$ cat src/rtl/rpf_pkg.sv
package rpf_pkg;

    typedef enum logic [2:0] {
        PTR_HOLD    = 3'd0,
        PTR_PC_INC  = 3'd1,
        PTR_PC_LOAD = 3'd2,
        PTR_SP_DEC  = 3'd3,
        PTR_SP_INC  = 3'd4,
        PTR_SP_LOAD = 3'd5
    } ptr_op_e;

    typedef enum logic [1:0] {
        XS_IDLE = 2'd0,
        XS_DE   = 2'd1,
        XS_HL   = 2'd2
    } xchg_state_e;

    localparam int unsigned NUM_VISIBLE = 6;
    localparam int unsigned NUM_BYTES   = 8;

endpackage

$ cat src/rtl/rpf_xchg_seq.sv
module rpf_xchg_seq
    import rpf_pkg::*;
(
    input  logic clk,
    input  logic rst_n,
    input  logic start,
    output logic step_wz,
    output logic step_de,
    output logic step_hl,
    output logic busy
);

    typedef struct packed {
        xchg_state_e st;
    } seq_t;

    seq_t s_d, s_q;

    always_comb begin
        s_d     = s_q;
        step_wz = 1'b0;
        step_de = 1'b0;
        step_hl = 1'b0;
        unique case (s_q.st)
            XS_IDLE: if (start) begin
                step_wz = 1'b1;
                s_d.st  = XS_DE;
            end
            XS_DE: begin
                step_de = 1'b1;
                s_d.st  = XS_HL;
            end
            XS_HL: begin
                step_hl = 1'b1;
                s_d.st  = XS_IDLE;
            end
            default: s_d.st = XS_IDLE;
        endcase
    end

    assign busy = (s_q.st != XS_IDLE);

    always_ff @(posedge clk or negedge rst_n) begin
        if (!rst_n) s_q <= '{st: XS_IDLE};
        else        s_q <= s_d;
    end

    // the three steps never overlap
    a_r6_steps_exclusive: assert property (@(posedge clk) disable iff (!rst_n)
        $onehot0({step_wz, step_de, step_hl}));
    // an accepted start leads to busy on the next cycle
    a_r6_start_busy: assert property (@(posedge clk) disable iff (!rst_n)
        (start && !busy) |=> busy);
    // the DE step is always followed by the HL step
    a_r6_de_then_hl: assert property (@(posedge clk) disable iff (!rst_n)
        step_de |=> step_hl);

endmodule

$ cat src/rtl/rpf_byte_bank.sv
module rpf_byte_bank
    import rpf_pkg::*;
#(
    parameter int unsigned DW = 8
) (
    input  logic          clk,
    input  logic          rst_n,
    input  logic          lock,
    input  logic          step_wz,
    input  logic          step_de,
    input  logic          step_hl,
    input  logic          wr8_en,
    input  logic [2:0]    wr8_sel,
    input  logic [DW-1:0] wr8_data,
    input  logic          wr16_en,
    input  logic [1:0]    wr16_sel,
    input  logic [2*DW-1:0] wr16_data,
    input  logic [2:0]    rd8_sel,
    output logic [DW-1:0] rd8_data,
    input  logic [1:0]    rd16_sel,
    output logic [2*DW-1:0] rd16_data
);

    localparam int unsigned IB = 0, IC = 1, ID = 2, IE = 3, IH = 4, IL = 5, IW = 6, IZ = 7;

    typedef struct packed {
        logic [NUM_BYTES-1:0][DW-1:0] r;
    } bank_t;

    bank_t b_d, b_q;

    logic [2:0] pair_hi, pair_lo, rd_hi, rd_lo;

    always_comb begin
        pair_hi = {wr16_sel, 1'b0};
        pair_lo = {wr16_sel, 1'b1};
        b_d     = b_q;
        if (step_wz) begin
            b_d.r[IW] = b_q.r[ID];
            b_d.r[IZ] = b_q.r[IE];
        end else if (step_de) begin
            b_d.r[ID] = b_q.r[IH];
            b_d.r[IE] = b_q.r[IL];
        end else if (step_hl) begin
            b_d.r[IH] = b_q.r[IW];
            b_d.r[IL] = b_q.r[IZ];
        end else if (!lock) begin
            if (wr16_en) begin
                b_d.r[pair_hi] = wr16_data[2*DW-1:DW];
                b_d.r[pair_lo] = wr16_data[DW-1:0];
            end
            if (wr8_en && (32'(wr8_sel) < NUM_VISIBLE)) begin
                b_d.r[wr8_sel] = wr8_data;
            end
        end
    end

    always_comb begin
        rd_hi     = {rd16_sel, 1'b0};
        rd_lo     = {rd16_sel, 1'b1};
        rd8_data  = (32'(rd8_sel) < NUM_VISIBLE) ? b_q.r[rd8_sel] : '0;
        rd16_data = {b_q.r[rd_hi], b_q.r[rd_lo]};
    end

    always_ff @(posedge clk or negedge rst_n) begin
        if (!rst_n) b_q <= '0;
        else        b_q <= b_d;
    end

    // a write to code 6 or 7 alone leaves the whole bank untouched
    a_r3_bad_code_ignored: assert property (@(posedge clk) disable iff (!rst_n)
        (wr8_en && wr8_sel > 3'd5 && !wr16_en && !lock) |=> $stable(b_q));
    // during an exchange the BC pair cannot change
    a_r7_lock_holds_bc: assert property (@(posedge clk) disable iff (!rst_n)
        lock |=> ($stable(b_q.r[IB]) && $stable(b_q.r[IC])));
    // the DE step loads DE from the HL value of the cycle before
    a_r6_de_from_hl: assert property (@(posedge clk) disable iff (!rst_n)
        step_de |=> ({b_q.r[ID], b_q.r[IE]} == $past({b_q.r[IH], b_q.r[IL]})));
    // the HL step loads HL from WZ
    a_r6_hl_from_wz: assert property (@(posedge clk) disable iff (!rst_n)
        step_hl |=> ({b_q.r[IH], b_q.r[IL]} == $past({b_q.r[IW], b_q.r[IZ]})));

endmodule

$ cat src/rtl/rpf_ptr_unit.sv
module rpf_ptr_unit
    import rpf_pkg::*;
#(
    parameter int unsigned AW = 16
) (
    input  logic          clk,
    input  logic          rst_n,
    input  logic [2:0]    ptr_op,
    input  logic [AW-1:0] ptr_load,
    output logic [AW-1:0] pc,
    output logic [AW-1:0] sp
);

    typedef struct packed {
        logic [AW-1:0] pc;
        logic [AW-1:0] sp;
    } ptr_t;

    ptr_t p_d, p_q;

    logic          use_sp, go_down;
    logic [AW-1:0] operand, stepped;

    // shared add-one / subtract-one unit
    always_comb begin
        use_sp  = (ptr_op == PTR_SP_DEC) || (ptr_op == PTR_SP_INC);
        go_down = (ptr_op == PTR_SP_DEC);
        operand = use_sp ? p_q.sp : p_q.pc;
        stepped = operand + (go_down ? {AW{1'b1}} : AW'(1));
    end

    always_comb begin
        p_d = p_q;
        case (ptr_op)
            PTR_PC_INC:  p_d.pc = stepped;
            PTR_PC_LOAD: p_d.pc = ptr_load;
            PTR_SP_DEC,
            PTR_SP_INC:  p_d.sp = stepped;
            PTR_SP_LOAD: p_d.sp = ptr_load;
            default:     p_d = p_q;
        endcase
    end

    assign pc = p_q.pc;
    assign sp = p_q.sp;

    always_ff @(posedge clk or negedge rst_n) begin
        if (!rst_n) p_q <= '0;
        else        p_q <= p_d;
    end

    // program counter increments by one with wrap
    a_r8_pc_inc: assert property (@(posedge clk) disable iff (!rst_n)
        (ptr_op == 3'd1) |=> (p_q.pc == $past(p_q.pc) + AW'(1)));
    // push lowers the stack pointer by one
    a_r8_sp_push: assert property (@(posedge clk) disable iff (!rst_n)
        (ptr_op == 3'd3) |=> (p_q.sp == $past(p_q.sp) - AW'(1)));
    // pop raises the stack pointer by one
    a_r8_sp_pop: assert property (@(posedge clk) disable iff (!rst_n)
        (ptr_op == 3'd4) |=> (p_q.sp == $past(p_q.sp) + AW'(1)));
    // stack commands leave the program counter alone
    a_r9_sp_ops_keep_pc: assert property (@(posedge clk) disable iff (!rst_n)
        (ptr_op >= 3'd3) |=> $stable(p_q.pc));
    // program counter commands leave the stack pointer alone
    a_r9_pc_ops_keep_sp: assert property (@(posedge clk) disable iff (!rst_n)
        (ptr_op == 3'd1 || ptr_op == 3'd2) |=> $stable(p_q.sp));

endmodule

$ cat src/rtl/regpair_file.sv
module regpair_file
    import rpf_pkg::*;
#(
    parameter int unsigned DW = 8,
    parameter int unsigned AW = 2 * DW
) (
    input  logic          clk,
    input  logic          rst_n,
    input  logic [2:0]    rd8_sel,
    output logic [DW-1:0] rd8_data,
    input  logic [1:0]    rd16_sel,
    output logic [2*DW-1:0] rd16_data,
    input  logic          wr8_en,
    input  logic [2:0]    wr8_sel,
    input  logic [DW-1:0] wr8_data,
    input  logic          wr16_en,
    input  logic [1:0]    wr16_sel,
    input  logic [2*DW-1:0] wr16_data,
    input  logic          xchg_start,
    output logic          xchg_busy,
    input  logic [2:0]    ptr_op,
    input  logic [AW-1:0] ptr_load,
    output logic [AW-1:0] pc,
    output logic [AW-1:0] sp
);

    logic step_wz, step_de, step_hl, lock;

    rpf_xchg_seq i_seq (
        .clk     (clk),
        .rst_n   (rst_n),
        .start   (xchg_start),
        .step_wz (step_wz),
        .step_de (step_de),
        .step_hl (step_hl),
        .busy    (xchg_busy)
    );

    assign lock = xchg_start | xchg_busy;

    rpf_byte_bank #(.DW(DW)) i_bank (
        .clk       (clk),
        .rst_n     (rst_n),
        .lock      (lock),
        .step_wz   (step_wz),
        .step_de   (step_de),
        .step_hl   (step_hl),
        .wr8_en    (wr8_en),
        .wr8_sel   (wr8_sel),
        .wr8_data  (wr8_data),
        .wr16_en   (wr16_en),
        .wr16_sel  (wr16_sel),
        .wr16_data (wr16_data),
        .rd8_sel   (rd8_sel),
        .rd8_data  (rd8_data),
        .rd16_sel  (rd16_sel),
        .rd16_data (rd16_data)
    );

    rpf_ptr_unit #(.AW(AW)) i_ptr (
        .clk      (clk),
        .rst_n    (rst_n),
        .ptr_op   (ptr_op),
        .ptr_load (ptr_load),
        .pc       (pc),
        .sp       (sp)
    );

    // program counter is zero while reset is applied
    a_r1_pc_reset: assert property (@(posedge clk) !rst_n |-> (pc == '0 && !xchg_busy));

endmodule

$ cat config.mk
export PLATFORM = sky130hd
export DESIGN_NAME = regpair_file
export DESIGN_NICKNAME = d
export VERILOG_FILES = /design/src/rtl/rpf_pkg.sv /design/src/rtl/rpf_xchg_seq.sv /design/src/rtl/rpf_byte_bank.sv /design/src/rtl/rpf_ptr_unit.sv /design/src/rtl/regpair_file.sv
export SDC_FILE = /design/constraint.sdc
export NUM_CORES = 1
export LEC_CHECK = 0
export ABC_AREA = 0
export CAP_MARGIN = 20
export CORE_UTILIZATION = 30
export DETAILED_ROUTE_END_ITERATION = 7
export HOLD_SLACK_MARGIN = 0.15
export PLACE_DENSITY = 0.55
export SETUP_SLACK_MARGIN = 0.5
export SYNTH_ARGS = -nofsm -noshare
export SYNTH_HDL_FRONTEND = slang
export SYNTH_SLANG_ARGS = --single-unit
$ cat constraint.sdc
create_clock -name clk -period 3.7 [get_ports clk]
set_clock_uncertainty 0.15 [all_clocks]
set_input_delay 0.74 -clock clk [delete_from_list [all_inputs] [get_ports clk]]
set_output_delay 0.74 -clock clk [all_outputs]
set_load 0.03 [all_outputs]
### After elaboration in Yosys (flattened, before gate mapping)

Cells that the tools add are included.
W data, S select, Z words.

| word-level totals | value |
|---|---|
| flip-flop bits (word level) | 98 |
| input port bits | 58 |
| output and inout bits | 57 |
| word-level logic and storage cells | 95 |

| operators by class | value |
|---|---|
| add/sub/neg operators | 1 |
| magnitude comparators | 11 |
| eq/ne operators | 14 |
| multiplexer cells | 39 |
| bitwise operators | 5 |
| reduce and logical (&&, ||, !) cells | 14 |

Operators by type and width:

| cell | count |
|---|---|
| $mux W64 | 7 |
| $bwmux W64 | 3 |
| $mux W16 | 6 |
| $mux W32 | 2 |
| $pmux W16 S2 | 2 |
| $mux W8 | 7 |
| $bmux W8 S2 | 2 |
| $demux W8 S2 | 2 |
| $bmux W8 S3 | 1 |
| $demux W8 S3 | 1 |
| $lt A3 B4 Y1 const B | 6 |
| $add A16 B16 Y16 | 1 |
| $ge A3 B1 Y1 const B | 3 |
| $reduce_and A3 Y1 | 3 |
| $ne A2 B2 Y1 const B | 4 |
| $eq A3 B2 Y1 const B | 2 |
| $eq A3 B3 Y1 const B | 2 |
| $lt A3 B3 Y1 const B | 2 |
| $ne A2 B1 Y1 const B | 3 |
| $reduce_bool A2 Y1 | 3 |
| $logic_and A1 B1 Y1 | 4 |
| $mux W1 | 4 |
| $not A1 Y1 | 4 |
| $pmux W2 S2 | 1 |
| 9 further kinds | 9 |

### Longest topological paths before layout

| logic depth | value |
|---|---|
| depth in word-level cells | 17 |
| gate-level depth with buffers | 16 |
| gate-level depth less buffers | 14 |

### Hierarchy

A second synthesis with hierarchy kept.

| unflattened totals | value |
|---|---|
| cell total of the unflattened synthesis | 762 |
| area, all modules | 6993.0 um^2 |

By module, submodules not included:

| module | times used | cells each | area each (um^2) | seq. area each (um^2) |
|---|---|---|---|---|
| rpf_byte_bank | 1 | 464 | 4409.2 | 1601.5 |
| rpf_ptr_unit | 1 | 289 | 2487.4 | 800.8 |
| rpf_xchg_seq | 1 | 8 | 90.1 | 50.0 |
| regpair_file | 1 | 1 | 6.3 | 0.0 |

### Least setup slack after synthesis

OpenSTA, ideal clock, no wires.

| timing path | value |
|---|---|
| kind | input port to flip-flop |
| start point | in ptr_op[2] |
| end point | reg i_ptr.p_q (netlist bit i_ptr.sp[14]) |
| setup time | 0.083 ns |
| arrival time | 3.432 ns |
| data required time | 3.467 ns |
| slack | 0.036 ns |
| cell stages on the path | 16 |
| buffers on the path | 2 |
| cells stage by stage | and3b_1 > buf_6 > inv_1 > nand2_1 > clkbuf_1 > nand2_1 > nand2_1 > inv_1 > fa_1 > nor2b_1 > o21bai_1 > a21boi_0 > o31ai_1 > a31oi_1 > mux2_2 > o21ai_0 |

| between the ends | value |
|---|---|
| cells in the longest elaborated chain, start to end | 5 |
| elaborated cells on any way between the ends | 10 |
| those cells by class | 1 x add/sub; 3 x eq/ne; 3 x mux; 3 x reduce/logical |

RTL lines:

| element | RTL line | source |
|---|---|---|
| start: declaration | regpair_file.sv:21 | `input logic [2:0] ptr_op,` |
| $eq A3 B2 Y1 or $eq A3 B3 Y1 (tied branches) | rpf_ptr_unit.sv:26, rpf_ptr_unit.sv:27, rpf_ptr_unit.sv:34 |  |
| $logic_or A1 B1 Y1 | rpf_ptr_unit.sv:26 | `use_sp = (ptr_op == PTR_SP_DEC) \|\| (ptr_op == PTR_SP_INC);` |
| $mux W16 | rpf_ptr_unit.sv:28 | `operand = use_sp ? p_q.sp : p_q.pc;` |
| $add A16 B16 Y16 | rpf_ptr_unit.sv:29 | `stepped = operand + (go_down ? {AW{1'b1}} : AW'(1));` |
| $pmux W16 S2 | rpf_ptr_unit.sv:34 | `case (ptr_op)` |
| end signal: assignment | rpf_ptr_unit.sv:49 | `else p_q <= p_d;` |
| end: declaration | rpf_ptr_unit.sv:19 | `ptr_t p_d, p_q;` |

Several ways; a longest one is shown, not always the timed one.
A chain may end at the register's enable or synchronous reset.

### Worst setup path in the final report

| timing path | value |
|---|---|
| start point | in ptr_op[0] |
| end point | reg i_ptr.p_q (netlist bit i_ptr.pc[15]) |

| between the ends | value |
|---|---|
| cells in the longest elaborated chain, start to end | 5 |
| elaborated cells on any way between the ends | 10 |
| those cells by class | 1 x add/sub; 4 x eq/ne; 3 x mux; 2 x reduce/logical |

RTL lines:

| element | RTL line |
|---|---|
| $eq A3 B2 Y1 or $eq A3 B3 Y1 (tied branches) | rpf_ptr_unit.sv:26, rpf_ptr_unit.sv:27 |
| $logic_or A1 B1 Y1 | rpf_ptr_unit.sv:26 |
| $mux W16 | rpf_ptr_unit.sv:28 |
| $add A16 B16 Y16 | rpf_ptr_unit.sv:29 |
| $pmux W16 S2 | rpf_ptr_unit.sv:34 |

Several ways; a longest one is shown, not always the timed one.

==> impl_metrics.env <==
export IMPL_critical_path_slowest_cell="or4b_1"
export IMPL_report_final_slew_viol_count=0
export IMPL_fp_dieH_um=153.5
export IMPL_yosys_warnings=0
export IMPL_ys_seq_area_share_pct=35.64
export IMPL_p_leak_nw=4.091
export IMPL_fill_cells=2263
export IMPL_post_route_drc_count=0
export IMPL_pin_count=115
export IMPL_ir_worst_vdd_mv=0.2805
export IMPL_grt_ovfl_total=0
export IMPL_antenna_found_initial=0
export IMPL_setup_viol=0
export IMPL_async_flop_share_pct=100.0
export IMPL_crit_path_start_kind="input pin"
export IMPL_syn_area_mm2=0.006882
export IMPL_final_hold_viol_count=0
export IMPL_rows=55
export IMPL_portBuffers=114
export IMPL_synth_distinct_cells=57
export IMPL_postRouteAntennaNets=0
export IMPL_cts_tree="yes"
export IMPL_vias=7159
export IMPL_die_area_mm2=0.02355
export IMPL_tightestPinTransition_ps=855.2
export IMPL_avgSynthCellArea_um2=8.496
export IMPL_track_usage_pct=22.32
export IMPL_synth_edf_count=0
export IMPL_pwr_density_cell_mw_per_mm2=601.7
export IMPL_drive_gt1_share_pct=23.12
export IMPL_synthTopCellsByArea="dfrtp_1 36%, nand2_1 8.5%, mux4_2 7.9%, o21ai_0 5.2%, a21oi_1 4.7%"
export IMPL_initial_core_util_pct=30.49
export IMPL_finalCritPeriodShare_pct=85.35
export IMPL_crit_required_ps=3840
export IMPL_cts_sinks=98
export IMPL_worstHoldPathType="reg2reg"
export IMPL_placed_cell_area_mm2=0.008921
export IMPL_dr_pass1_iters=5
export IMPL_numCtsBuffers=9
export IMPL_ys_ff_latch=98
export IMPL_core_area_mm2=0.02257
export IMPL_n_antenna_cell=0
export IMPL_wirelength_mm=25.90
export IMPL_grt_pass1_wl_mm=40.45
export IMPL_slew_headroom_pct=42.85
export IMPL_grt_max_degree=73
export IMPL_maxCapViolations=0
export IMPL_hpwl_mm=17.82
export IMPL_cp_arrival_ps=3300
export IMPL_synth_top_flop_cell="dfrtp_1"
export IMPL_final_core_util_pct=42.83
export IMPL_status="completed"
export IMPL_first_iter_violations=474
export IMPL_path_class="in2reg"
export IMPL_min_period_ps=3158
export IMPL_nNetsFinal=1063
export IMPL_clk_pin_slew_worst_paths_ps=70
export IMPL_fmaxAchievable_mhz=316.7
export IMPL_area_growth_pct=40.47
export IMPL_max_stage_delay_ps=510
export IMPL_yosysTopAreaCell="dfrtp_1"
export IMPL_fin_area_mm2=0.009667
export IMPL_clock_latency_ps=360
export IMPL_place_congestion=0.8261
export IMPL_rsz0062_at_grt="true"
export IMPL_cts_htree_levels=3
export IMPL_grt_pass1_vias=7091
export IMPL_end_kind="flop"
export IMPL_synth_most_common_cell="nand2_1"
export IMPL_syn_nets=883
export IMPL_die_w_um=153.5
export IMPL_wl_per_cell_um=20.23
export IMPL_cts_root_buf="clkbuf_16"
export IMPL_viasPerCell=5.593
export IMPL_crit_fanout=6
export IMPL_synth_common_cells="156 x nand2_1, 98 x dfrtp_1, 71 x o21ai_0"
export IMPL_synth_top_area_share_pct=35.64
export IMPL_netlist_instances=810
export IMPL_finalSetupTns_ps=0
export IMPL_clockBufferDepth=2
export IMPL_crit_chain="buf_6 -> buf_6 -> or3b_4 -> nand2_8 -> buf_8 -> nand2_1 -> nand2_1 -> ha_1 -> a21o_1 -> a211oi_4 -> o221ai_4 -> or4b_1 -> nand3_1"
export IMPL_total_power_w=0.005817
==> kinds of logic after synthesis <==
logic type	count (synthesis)	synth area share, %
buf+inv	68	3.836
xor+xnor	13	1.655
fa+ha+maj	15	2.836
compound gates	267	25.40
simple gates	314	21.16
mux	35	9.473
flops	98	35.64
==> through the flow <==
step | instances | setup slack [ps] | hold WS (ps)
after detailed placement | 1240 | -334.5 | 350.8
final | 1280 | 542.1 | 364.4
after global routing | 1280 | 407.9 | 393.9
after CTS | 1271 | 476.8 | 366.1
after floorplan | 810 | 419.5 | 294.4
after global placement | 1240 | -288.9 | 343.3
==> cells in the final DEF (no fill, tap or decap), types with 14 or more instances in the layout <==
| cell | n |
|---|---|
| o221a_2 | 14 |
| buf_4 | 104 |
| nor2_1 | 41 |
| a21oi_1 | 60 |
| nor3b_1 | 17 |
| nand2_1 | 144 |
| a21boi_0 | 14 |
| clkdlybuf4s50_1 | 83 |
| nand2b_1 | 20 |
| dfrtp_1 | 98 |
| mux4_2 | 24 |
| o22a_1 | 16 |
| inv_1 | 14 |
| o22ai_1 | 26 |
| a22oi_1 | 25 |
| nand3_1 | 35 |
| o21ai_0 | 64 |
| nor2b_1 | 19 |
==> final cells by class <==
type	count	area, um2	area share [%]
inverters	16	65.06	0.6731
repair buffers	221	2082	21.54
multi-input cells	644	4419	45.72
clock buffers	10	229.0	2.369
clock inverters	6	62.56	0.6472
flip-flops and latches	98	2452	25.37
well taps	285	356.6	3.689
==> where the power goes <==
group | switching [W] | internal (W) | total (W)
sequential | 0.000491 | 0.00148 | 0.00197
clock | 0.000473 | 0.000473 | 0.000946
combinational | 0.00149 | 0.00142 | 0.00290
total | 0.00245 | 0.00336 | 0.00582
==> worst max-delay path, delay by kind of cell <==
kind / cells / cell delay, ps
AO/OA/AOI/OAI: 3 / 720
adder cells (fa/ha/maj): 1 / 280
buffers and inverters: 3 / 340
AND/OR/NAND/NOR: 6 / 1210
==> final timing paths <==
path | slack (ps) | start | end | cells past startpoint
worst max-delay path | 540 | ptr_op[0] | i_ptr.pc[15] | 13
worst min-delay path | 360 | i_bank.b_q[59] | i_bank.b_q[59] | 2
worst max register to register | 1160 | i_ptr.sp[0] | i_ptr.sp[14] | 10
worst min register to register | 360 | i_bank.b_q[59] | i_bank.b_q[59] | 2
max in group asynchronous | 1980 | rst_n | i_bank.b_q[12] | 3
min in group asynchronous | 690 | rst_n | i_ptr.pc[4] | 2
==> routing by layer <==
layer  vias up  track usage [%]  wire, um
met5         -                0         0
met4         0            8.429       714
met3        51            3.431      1571
met2       278            36.81     12420
met1      3499            29.42     11190
li1       3331                -         -
==> timing repair <==
item / 4_1_cts / 5_1_grt
hold buffers: 1 / 0
buffers inserted: 13 / 7
endpoints found under the setup margin: 43 / 27
gates cloned: 1 / 2
pin swaps: 20 / 20
resized for setup: 57 / 27
hold endpoints to repair: 15 / 0
==> registers in the layout, indices dropped and copies added, names as in the netlist <==
register / flops
i_bank.b_q: 64
i_ptr.pc: 16
i_ptr.sp: 16
i_seq.s_q: 2
Note: power is estimated with default switching activity, not from simulation.
